--- config.mk ---
export PLATFORM = sky130hd
export DESIGN_NAME = hall_pos_detect
export DESIGN_NICKNAME = d
export VERILOG_FILES = /design/src/rtl/hpd_pkg.sv /design/src/rtl/hpd_sync.sv /design/src/rtl/hpd_edge.sv /design/src/rtl/hpd_trigger.sv /design/src/rtl/hpd_irq.sv /design/src/rtl/hall_pos_detect.sv
export SDC_FILE = /design/constraint.sdc
export NUM_CORES = 1
export LEC_CHECK = 0
export CELL_PAD_IN_SITES_DETAIL_PLACEMENT = 1
export CELL_PAD_IN_SITES_GLOBAL_PLACEMENT = 1
export CORE_UTILIZATION = 33
export CTS_BUF_LIST = sky130_fd_sc_hd__clkbuf_8 sky130_fd_sc_hd__clkbuf_16
export DETAILED_ROUTE_END_ITERATION = 8
export GPL_ROUTABILITY_DRIVEN = 0
export PLACE_DENSITY_LB_ADDON = 0.1
export SLEW_MARGIN = 20
export SYNTH_ARGS = -nofsm -noshare
export SYNTH_HDL_FRONTEND = slang
export SYNTH_SLANG_ARGS = --single-unit
--- constraint.sdc ---
create_clock -name clk -period 3.4 [get_ports clk]
set_clock_uncertainty 0.1 [all_clocks]
set_input_delay 0.68 -clock clk [delete_from_list [all_inputs] [get_ports clk]]
set_output_delay 0.68 -clock clk [all_outputs]
set_load 0.01 [all_outputs]
--- src/rtl/hpd_pkg.sv ---
// Shared types for the rotor position strobe generator.
package hpd_pkg;
    // Edge polarity select: bit 0 admits rising edges, bit 1 admits falling edges.
    typedef enum logic [1:0] {
        POL_OFF  = 2'b00,
        POL_RISE = 2'b01,
        POL_FALL = 2'b10,
        POL_BOTH = 2'b11
    } pol_e;
endpackage

--- src/rtl/hpd_sync.sv ---
// hpd_sync: multi-stage synchroniser for each asynchronous sensor bit.
// Assumes: inputs are glitch-free levels; every stage resets to 0.
module hpd_sync #(
    parameter int WIDTH  = 3,
    parameter int STAGES = 2
) (
    input  logic             clk,
    input  logic             rst_n,
    input  logic [WIDTH-1:0] async_i,
    output logic [WIDTH-1:0] sync_o
);
    logic [WIDTH-1:0] stage_q [STAGES];

    generate
        for (genvar s = 0; s < STAGES; s++) begin : g_stage
            // Shift each bit one stage further from the asynchronous pin.
            always_ff @(posedge clk) begin
                if (!rst_n)      stage_q[s] <= '0;
                else if (s == 0) stage_q[s] <= async_i;
                else             stage_q[s] <= stage_q[(s == 0) ? 0 : s-1];
            end
        end
    endgenerate

    assign sync_o = stage_q[STAGES-1];
endmodule

--- src/rtl/hpd_edge.sv ---
// hpd_edge: keeps the previous synchronised level and flags rising/falling edges.
// Assumes: history is never reloaded by control changes, so each edge is seen once.
module hpd_edge #(
    parameter int WIDTH = 3
) (
    input  logic             clk,
    input  logic             rst_n,
    input  logic [WIDTH-1:0] level_i,
    output logic [WIDTH-1:0] hist_o,
    output logic [WIDTH-1:0] rise_o,
    output logic [WIDTH-1:0] fall_o
);
    logic [WIDTH-1:0] hist_q;

    // Record the level seen one clock earlier.
    always_ff @(posedge clk) begin
        if (!rst_n) hist_q <= '0;
        else        hist_q <= level_i;
    end

    // Edge flags from current versus previous level.
    always_comb begin
        rise_o = level_i & ~hist_q;
        fall_o = ~level_i & hist_q;
    end

    assign hist_o = hist_q;
endmodule

--- src/rtl/hpd_trigger.sv ---
// hpd_trigger: picks the trigger condition for the current mode and registers
// the one-cycle write strobe. Also exposes the unregistered event for the flag.
// Assumes: controls are quasi-static and are sampled in the cycle of the edge.
module hpd_trigger #(
    parameter int WIDTH = 3
) (
    input  logic             clk,
    input  logic             rst_n,
    input  logic [WIDTH-1:0] level_i,
    input  logic [WIDTH-1:0] rise_i,
    input  logic [WIDTH-1:0] fall_i,
    input  logic             pattern_mode_i,
    input  logic [WIDTH-1:0] pin_en_i,
    input  logic [1:0]       polarity_i,
    input  logic [WIDTH-1:0] expect_i,
    output logic             event_o,
    output logic             strobe_o
);
    import hpd_pkg::*;

    logic [WIDTH-1:0] pol_hit;
    logic             edge_evt;
    logic             patt_evt;
    logic             strobe_q;

    // Edge qualification per the polarity select.
    always_comb begin
        unique case (pol_e'(polarity_i))
            POL_RISE: pol_hit = rise_i;
            POL_FALL: pol_hit = fall_i;
            POL_BOTH: pol_hit = rise_i | fall_i;
            default:  pol_hit = '0;
        endcase
    end

    // Mode select between masked edges and change-triggered pattern match.
    always_comb begin
        edge_evt = |(pol_hit & pin_en_i);
        patt_evt = (|(rise_i | fall_i)) && (level_i == expect_i);
        event_o  = pattern_mode_i ? patt_evt : edge_evt;
    end

    // Register the strobe so it is a clean single-cycle pulse.
    always_ff @(posedge clk) begin
        if (!rst_n) strobe_q <= 1'b0;
        else        strobe_q <= event_o;
    end

    assign strobe_o = strobe_q;


    patt_mismatch_chk: assert property (@(posedge clk) disable iff (!rst_n)
        (pattern_mode_i && (level_i != expect_i)) |=> !strobe_o);


    masked_pins_chk: assert property (@(posedge clk) disable iff (!rst_n)
        (!pattern_mode_i && (pin_en_i == '0)) |=> !strobe_o);


    pol_off_chk: assert property (@(posedge clk) disable iff (!rst_n)
        (!pattern_mode_i && (polarity_i == 2'b00)) |=> !strobe_o);
endmodule

--- src/rtl/hpd_irq.sv ---
// hpd_irq: sticky interrupt flag, set by an enabled event, cleared by a pulse.
// Assumes: a set and a clear in the same cycle resolve in favour of the set.
module hpd_irq (
    input  logic clk,
    input  logic rst_n,
    input  logic set_i,
    input  logic en_i,
    input  logic clr_i,
    output logic flag_o
);
    logic flag_q;

    // Hold the flag until cleared; a new set overrides a coincident clear.
    always_ff @(posedge clk) begin
        if (!rst_n)              flag_q <= 1'b0;
        else if (set_i && en_i)  flag_q <= 1'b1;
        else if (clr_i)          flag_q <= 1'b0;
    end

    assign flag_o = flag_q;


    flag_set_chk: assert property (@(posedge clk) disable iff (!rst_n)
        (set_i && en_i) |=> flag_o);


    flag_clr_chk: assert property (@(posedge clk) disable iff (!rst_n)
        (clr_i && !(set_i && en_i)) |=> !flag_o);


    flag_hold_chk: assert property (@(posedge clk) disable iff (!rst_n)
        (flag_o && !clr_i) |=> flag_o);
endmodule

--- src/rtl/hall_pos_detect.sv ---
// hall_pos_detect: top of the rotor position strobe generator.
// Synchronises three sensor pins, detects edges, selects edge or pattern
// triggering, emits a one-cycle write strobe and a sticky interrupt flag.
// Assumes: synchronous active-low reset; sensors low when reset is released.
module hall_pos_detect #(
    parameter int NUM_SENS    = 3,
    parameter int SYNC_STAGES = 2
) (
    input  logic                clk,
    input  logic                rst_n,
    input  logic [NUM_SENS-1:0] sens_i,
    input  logic                pattern_mode_i,
    input  logic [NUM_SENS-1:0] pin_en_i,
    input  logic [1:0]          polarity_i,
    input  logic [NUM_SENS-1:0] expect_i,
    input  logic                irq_en_i,
    input  logic                irq_clr_i,
    output logic                wr_strobe_o,
    output logic                irq_o
);
    logic [NUM_SENS-1:0] level;
    logic [NUM_SENS-1:0] hist;
    logic [NUM_SENS-1:0] rise;
    logic [NUM_SENS-1:0] fall;
    logic                pos_event;

    hpd_sync #(.WIDTH(NUM_SENS), .STAGES(SYNC_STAGES)) u_sync (
        .clk(clk), .rst_n(rst_n), .async_i(sens_i), .sync_o(level)
    );

    hpd_edge #(.WIDTH(NUM_SENS)) u_edge (
        .clk(clk), .rst_n(rst_n), .level_i(level),
        .hist_o(hist), .rise_o(rise), .fall_o(fall)
    );

    hpd_trigger #(.WIDTH(NUM_SENS)) u_trig (
        .clk(clk), .rst_n(rst_n), .level_i(level), .rise_i(rise), .fall_i(fall),
        .pattern_mode_i(pattern_mode_i), .pin_en_i(pin_en_i),
        .polarity_i(polarity_i), .expect_i(expect_i),
        .event_o(pos_event), .strobe_o(wr_strobe_o)
    );

    hpd_irq u_irq (
        .clk(clk), .rst_n(rst_n), .set_i(pos_event), .en_i(irq_en_i),
        .clr_i(irq_clr_i), .flag_o(irq_o)
    );


    no_change_no_strobe_chk: assert property (@(posedge clk) disable iff (!rst_n)
        (level == hist) |=> !wr_strobe_o);


    strobe_irq_chk: assert property (@(posedge clk) disable iff (!rst_n)
        (pos_event && irq_en_i) |=> (wr_strobe_o && irq_o));
endmodule

==> results of run 1 <==
logic make-up (layout without fill, tap and decap cells):
family	after synthesis	count (layout)	share of synthesized area, %
AO/OA/AOI/OAI	8	8	11.4
XOR/XNOR	3	3	4.77
adder cells (fa/ha/maj)	6	6	13.6
buffers and inverters	8	28	5.45
flip-flops	11	11	40.0
AND/OR/NAND/NOR	26	26	24.8
metal layers:
metal | part of all wire, % | routed length (um) | vias to the layer above
met4 | 0 | 0 | 0
li1 | - | - | 243
met1 | 47 | 523 | 219
met3 | 7.0 | 78 | 0
met5 | 0 | 0 | -
met2 | 46 | 507 | 12
final cells by class:
| type | instances | area (um^2) | share of cell area [%] |
|---|---|---|---|
| flip-flops and latches | 11 | 220 | 28.2 |
| multi-input cells | 43 | 300 | 38.4 |
| clock inverters | 1 | 3.75 | 0.480 |
| repair buffers | 17 | 170 | 21.8 |
| clock buffers | 3 | 41.3 | 5.28 |
| well taps | 16 | 20.0 | 2.56 |
| inverters | 7 | 26.3 | 3.36 |
synth_stat cells (all sizes together):
cell,n
inv,7
nor3,1
o31ai,1
a31oi,1
a22oi,1
nand3b,1
xnor2,3
and3b,1
or2,1
clkbuf,1
o32a,1
a211oi,2
a21boi,1
nor2,5
nand2,5
nand3,3
dfxtp,11
o221ai,1
ha,6
and2,9
sequential cells by signal (all words and copies together), names as in the netlist:
register and cells:
u_edge.hist_o 3, u_irq.flag_o 1, u_sync.stage_q 6, u_trig.strobe_o 1
worst max-delay path: stages:
cell and delay (ps):
clkdlybuf4s50_1 520, or2_2 340, a31oi_1 180, o32a_1 190
o221ai_1 140
per-stage QoR:
step / hold slack [ps] / instance area [um^2]
2_1_floorplan: 312 / 551
3_3_place_gp: 314 / 737
3_5_place_dp: 322 / 737
4_1_cts: 334 / 782
5_1_grt: 358 / 782
6_report: 330 / 782
worst max path at each step:
stage,slack (ps),endpoint
after detailed placement,1100,u_irq.flag_o
after CTS,1350,u_irq.flag_o
after global routing,1260,u_irq.flag_o
after floorplan,1790,u_irq.flag_o
after global placement,1160,u_irq.flag_o
final,1360,u_irq.flag_o
power by group:
group          internal, uW  total [uW]  switching, uW
clock network          79.5         132           52.2
logic                  28.4        45.3           16.8
registers               134         137           2.90
total                   242         314           71.9
==> reports/qor.json, run 1 <==
{
  "clock_tree": {
    "cts.reportedPaths.clkPinSlew_ps": 60,
    "post_cts_sizing_count": 0,
    "tritoncts": "done",
    "insertion_delay_ps": 240,
    "cts_max_level": 1,
    "cts_made_buffers": 3,
    "clk_root_buffer_cell": "clkbuf_8",
    "post_cts.repair.setup_buffers": 0,
    "holdBufCountCts": 0,
    "clock_sink_count": 11,
    "clock_path_buffers": 2
  },
  "critical_path": {
    "r2r_end": "u_irq.flag_o",
    "cp-start-kind": "primary input",
    "worst-path-max-fanout": 8,
    "critical_path_required_ps": 3400,
    "regToRegStartpoint": "u_sync.stage_q[1][2]",
    "cp-end-kind": "flop",
    "worst_setup_path_startpoint": "polarity_i[1]",
    "slack_of_the_worst_reg_to_reg_path_ps": 1780,
    "critical_path_class": "in2reg",
    "r2r_cells": 6,
    "worst_ep_arrival_time_ps": 2050
  },
  "min_path": {
    "min-delay-start": "u_sync.stage_q[0][2]",
    "whs_path_depth": 1,
    "worstHoldPathType": "reg2reg",
    "hold_path_end": "u_sync.stage_q[1][2]"
  },
  "sta": {
    "layout_setup_ws_ps": 1360,
    "fmax_mhz": 489,
    "setup_viol_count_final": 0,
    "layout_min_cycle_time_ps": 2040,
    "slew_limit_headroom_pct": 77.0,
    "worst_slew_pin_slew_ps": 344,
    "rsz_0062_raised_after_global_routing": "false",
    "finalHoldViolCount": 0,
    "slew_violations": 0,
    "layout_worst_path_cycle_share_pct": 60.1,
    "setup_tns_final_ps": 0
  },
  "grt": {
    "first_pass_grt_wire_length_um": 1990,
    "global_route.peak_usage_layer": "met2",
    "groute.layer.met2.usage_pct": 26.7,
    "grt_start_max_net_pins": 14,
    "grt_use_total_pct": 14.5,
    "number_of_global_route_vias_before_repair": 503,
    "grt_util_met1_pct": 15.6,
    "grt_antenna_before_repair": 0,
    "use_met3_pct": 4.68,
    "global_route.overflow_total": 0
  },
  "detailed_routing": {
    "viasPerCell": 4.84,
    "detail_route.iter0.violations": 5,
    "post_dr_wirelength_cell_um": 11.3,
    "detail_route.wirelength_um": 1110,
    "dr_total_vias": 474,
    "drc_errors": 0,
    "final_antenna_net_count": 0,
    "dr.pass1.iters": 2
  },
  "synthesis": {
    "yosysTopAreaCell": "dfxtp_1",
    "netlist.area_leader.share_pct": 40.0,
    "synth_area_um2": 551,
    "synth_sequential_area_ratio_pct": 40.0,
    "synth_cells": 62,
    "warnings_synthesis": 0,
    "post_synthesis_net_count": 84,
    "synth_top_cells_by_area": "dfxtp_1 (40%), ha_1 (14%), and2_1 (10%)",
    "syn-mean-instance-area_um2": 8.88,
    "post_synth_num_cell_types": 20,
    "synth-seq-cells": 11
  },
  "placed_design": {
    "io_buffer_count": 17,
    "placement.setup.worst_slack_ps": 1100,
    "place_inst": 94
  },
  "finish": {
    "layout.cells.non_filler": 98,
    "filler_cell_count": 174,
    "layout_commonest_cell": "clkdlybuf4s50_1",
    "area_growth_pct": 42.0,
    "final_nets": 105,
    "share_of_post_route_cells_with_drive_strength_above_1_pct": 4.88,
    "layout_common_cells": "clkdlybuf4s50_1 (17), dfxtp_1 (11), and2_1 (9)",
    "post-route-util_pct": 51.3,
    "antenna_cells_inserted": 0
  },
  "floorplanning": {
    "floorplan.core_area_mm2": 0.00152,
    "starting_density_of_the_core_pct": 36.1,
    "floorplan.die_area_mm2": 0.00184,
    "rows": 14,
    "pin_count": 18,
    "die_w_um": 42.8,
    "die_boundary_height_um": 42.8
  },
  "outcome": {
    "outcome": "finished clean"
  },
  "run": {
    "cap_violations": 0
  },
  "power_and_ir_drop": {
    "powerDensity_mw_per_mm2": 402,
    "p_leak_uw": 0.000321,
    "p_total_uw": 314,
    "ir_drop_mv": 0.217
  }
}
(Power assumes the default switching activity.)
==> inputs of run 2 (changes only) <==
- CORE_UTILIZATION: 33 -> 31
- clock period: 3.4 -> 2.1 ns (I/O delays scaled with it)
==> run 2 against run 1 <==
- count of clock-buffer cells in the layout did not move
- largest power group unchanged
- first-iteration DRC count grew 60%
- hold slack about the same
- clock power up 54%
- core utilization is 1.2 points lower
- non-clock buffer count up 1
- combinational power up 67%
- setup slack worse by 900 ps
- register-to-register slack got worse by 1300 ps
- largest cell class unchanged
==> reports/qor.json, run 2 (same netlist as run 1, synthesis figures left out) <==
{
  "grt": {
    "first_pass_grt_wire_length_um": 2020,
    "grt_use_total_pct": 14.6,
    "global_route.overflow_total": 0,
    "grt_antenna_before_repair": 0,
    "number_of_global_route_vias_before_repair": 455,
    "grt_start_max_net_pins": 14
  },
  "sta": {
    "rsz_0062_raised_after_global_routing": "false",
    "setup_viol_count_final": 0,
    "fmax_mhz": 609,
    "slew_limit_headroom_pct": 76.5,
    "worst_slew_pin_slew_ps": 351,
    "setup_tns_final_ps": 0,
    "layout_worst_path_cycle_share_pct": 78.2,
    "layout_min_cycle_time_ps": 1640,
    "finalHoldViolCount": 0,
    "slew_violations": 0
  },
  "clock_tree": {
    "post_cts_sizing_count": 0,
    "holdBufCountCts": 0,
    "cts_max_level": 1,
    "cts.reportedPaths.clkPinSlew_ps": 50,
    "tritoncts": "done",
    "cts_made_buffers": 3,
    "post_cts.repair.setup_buffers": 0,
    "clock_sink_count": 11,
    "clk_root_buffer_cell": "clkbuf_8",
    "clock_path_buffers": 2,
    "insertion_delay_ps": 240
  },
  "detailed_routing": {
    "detail_route.iter0.violations": 8,
    "routed_wire_length_on_met3_um": 64,
    "met2_wirelength_um": 483,
    "dr_total_vias": 475,
    "dr.max_layer_used": "met4",
    "dr.pass1.iters": 5,
    "met1_length_um": 603,
    "drc_errors": 0,
    "viasPerCell": 4.80,
    "post_dr_wirelength_cell_um": 11.8,
    "final_antenna_net_count": 0,
    "detail_route.wirelength_um": 1170
  },
  "finish": {
    "final_nets": 106,
    "post-route-util_pct": 50.1,
    "largest_register_ffs": 6,
    "layout_commonest_cell": "clkdlybuf4s50_1",
    "antenna_cells_inserted": 0,
    "layout.cells.non_filler": 99,
    "area_growth_pct": 43.4,
    "layout_common_cells": "clkdlybuf4s50_1 (17), dfxtp_1 (11), and2_1 (9)",
    "registers.top_by_ff_count": "u_sync.stage_q",
    "share_of_post_route_cells_with_drive_strength_above_1_pct": 6.02
  },
  "power_and_ir_drop": {
    "powerDensity_mw_per_mm2": 636,
    "ir_drop_mv": 0.380,
    "p_total_uw": 502,
    "p_leak_uw": 0.000326
  },
  "floorplanning": {
    "rows": 14,
    "starting_density_of_the_core_pct": 34.9,
    "die_w_um": 44.1,
    "floorplan.die_area_mm2": 0.00195,
    "pin_count": 18,
    "floorplan.core_area_mm2": 0.00158,
    "die_boundary_height_um": 44.1
  },
  "critical_path": {
    "regToRegStartpoint": "u_sync.stage_q[1][2]",
    "r2r_end": "u_irq.flag_o",
    "worst-path-max-fanout": 6,
    "cp-end-kind": "flop",
    "slack_of_the_worst_reg_to_reg_path_ps": 530,
    "cp-start-kind": "primary input",
    "critical_path_required_ps": 2150,
    "critical_path_class": "in2reg",
    "r2r_cells": 6,
    "worst_ep_arrival_time_ps": 1700
  },
  "placed_design": {
    "place_inst": 95,
    "dp.final_hpwl_um": 892,
    "io_buffer_count": 17
  },
  "min_path": {
    "hold_path_end": "u_sync.stage_q[1][1]",
    "whs_path_depth": 1,
    "worstHoldPathType": "reg2reg",
    "min-delay-start": "u_sync.stage_q[0][1]"
  },
  "run": {
    "cap_violations": 0
  },
  "outcome": {
    "outcome": "finished clean"
  }
}
## run 2: power breakdown
| part | internal (uW) | total, uW | switching [uW] |
|---|---|---|---|
| combinational | 47.3 | 75.6 | 28.3 |
| clock | 128 | 203 | 75.4 |
| sequential | 218 | 223 | 4.83 |
## run 2: metrics by stage
stage | worst slack (ps) | hold WS [ps] | instance area [um^2]
global route | 379 | 350 | 790
detailed placement | 190 | 322 | 744
global placement | 240 | 314 | 744
floorplan | 633 | 312 | 551
CTS | 449 | 334 | 790
finish | 458 | 330 | 790
## run 2: cell type report
| cell class | count | area (um^2) |
|---|---|---|
| fillers | 191 | 787 |
| clock inverters | 1 | 3.75 |
| repair buffers | 18 | 178 |
| inverters | 7 | 26.3 |
| flip-flops and latches | 11 | 220 |
| clock buffers | 3 | 41.3 |
| multi-input cells | 43 | 300 |
| well taps | 16 | 20.0 |
## run 2: per-layer routing
layer,up-vias,global-route usage [%]
li1,247,-
met1,210,18.8
met2,16,21.8
met3,2,3.67
met4,0,9.09
met5,-,0
## run 2: worst max-delay path, stage by stage
cell	delay, ps
clkdlybuf4s50_1	490
and3b_1	240
a31oi_1	40
o32a_1	310
o221ai_1	190
## run 2: how the worst max path moves through the flow
| stage | start | end | slack, ps | cells after the start |
|---|---|---|---|---|
| 5_1_grt | polarity_i[0] | u_irq.flag_o | 380 | 5 |
| 2_1_floorplan | u_sync.stage_q[1][2] | u_irq.flag_o | 630 | 6 |
| 6_report | polarity_i[0] | u_irq.flag_o | 460 | 5 |
| 3_3_place_gp | polarity_i[1] | u_irq.flag_o | 240 | 5 |
| 3_5_place_dp | polarity_i[0] | u_irq.flag_o | 190 | 5 |
| 4_1_cts | u_irq.flag_o | irq_o | 450 | 1 |
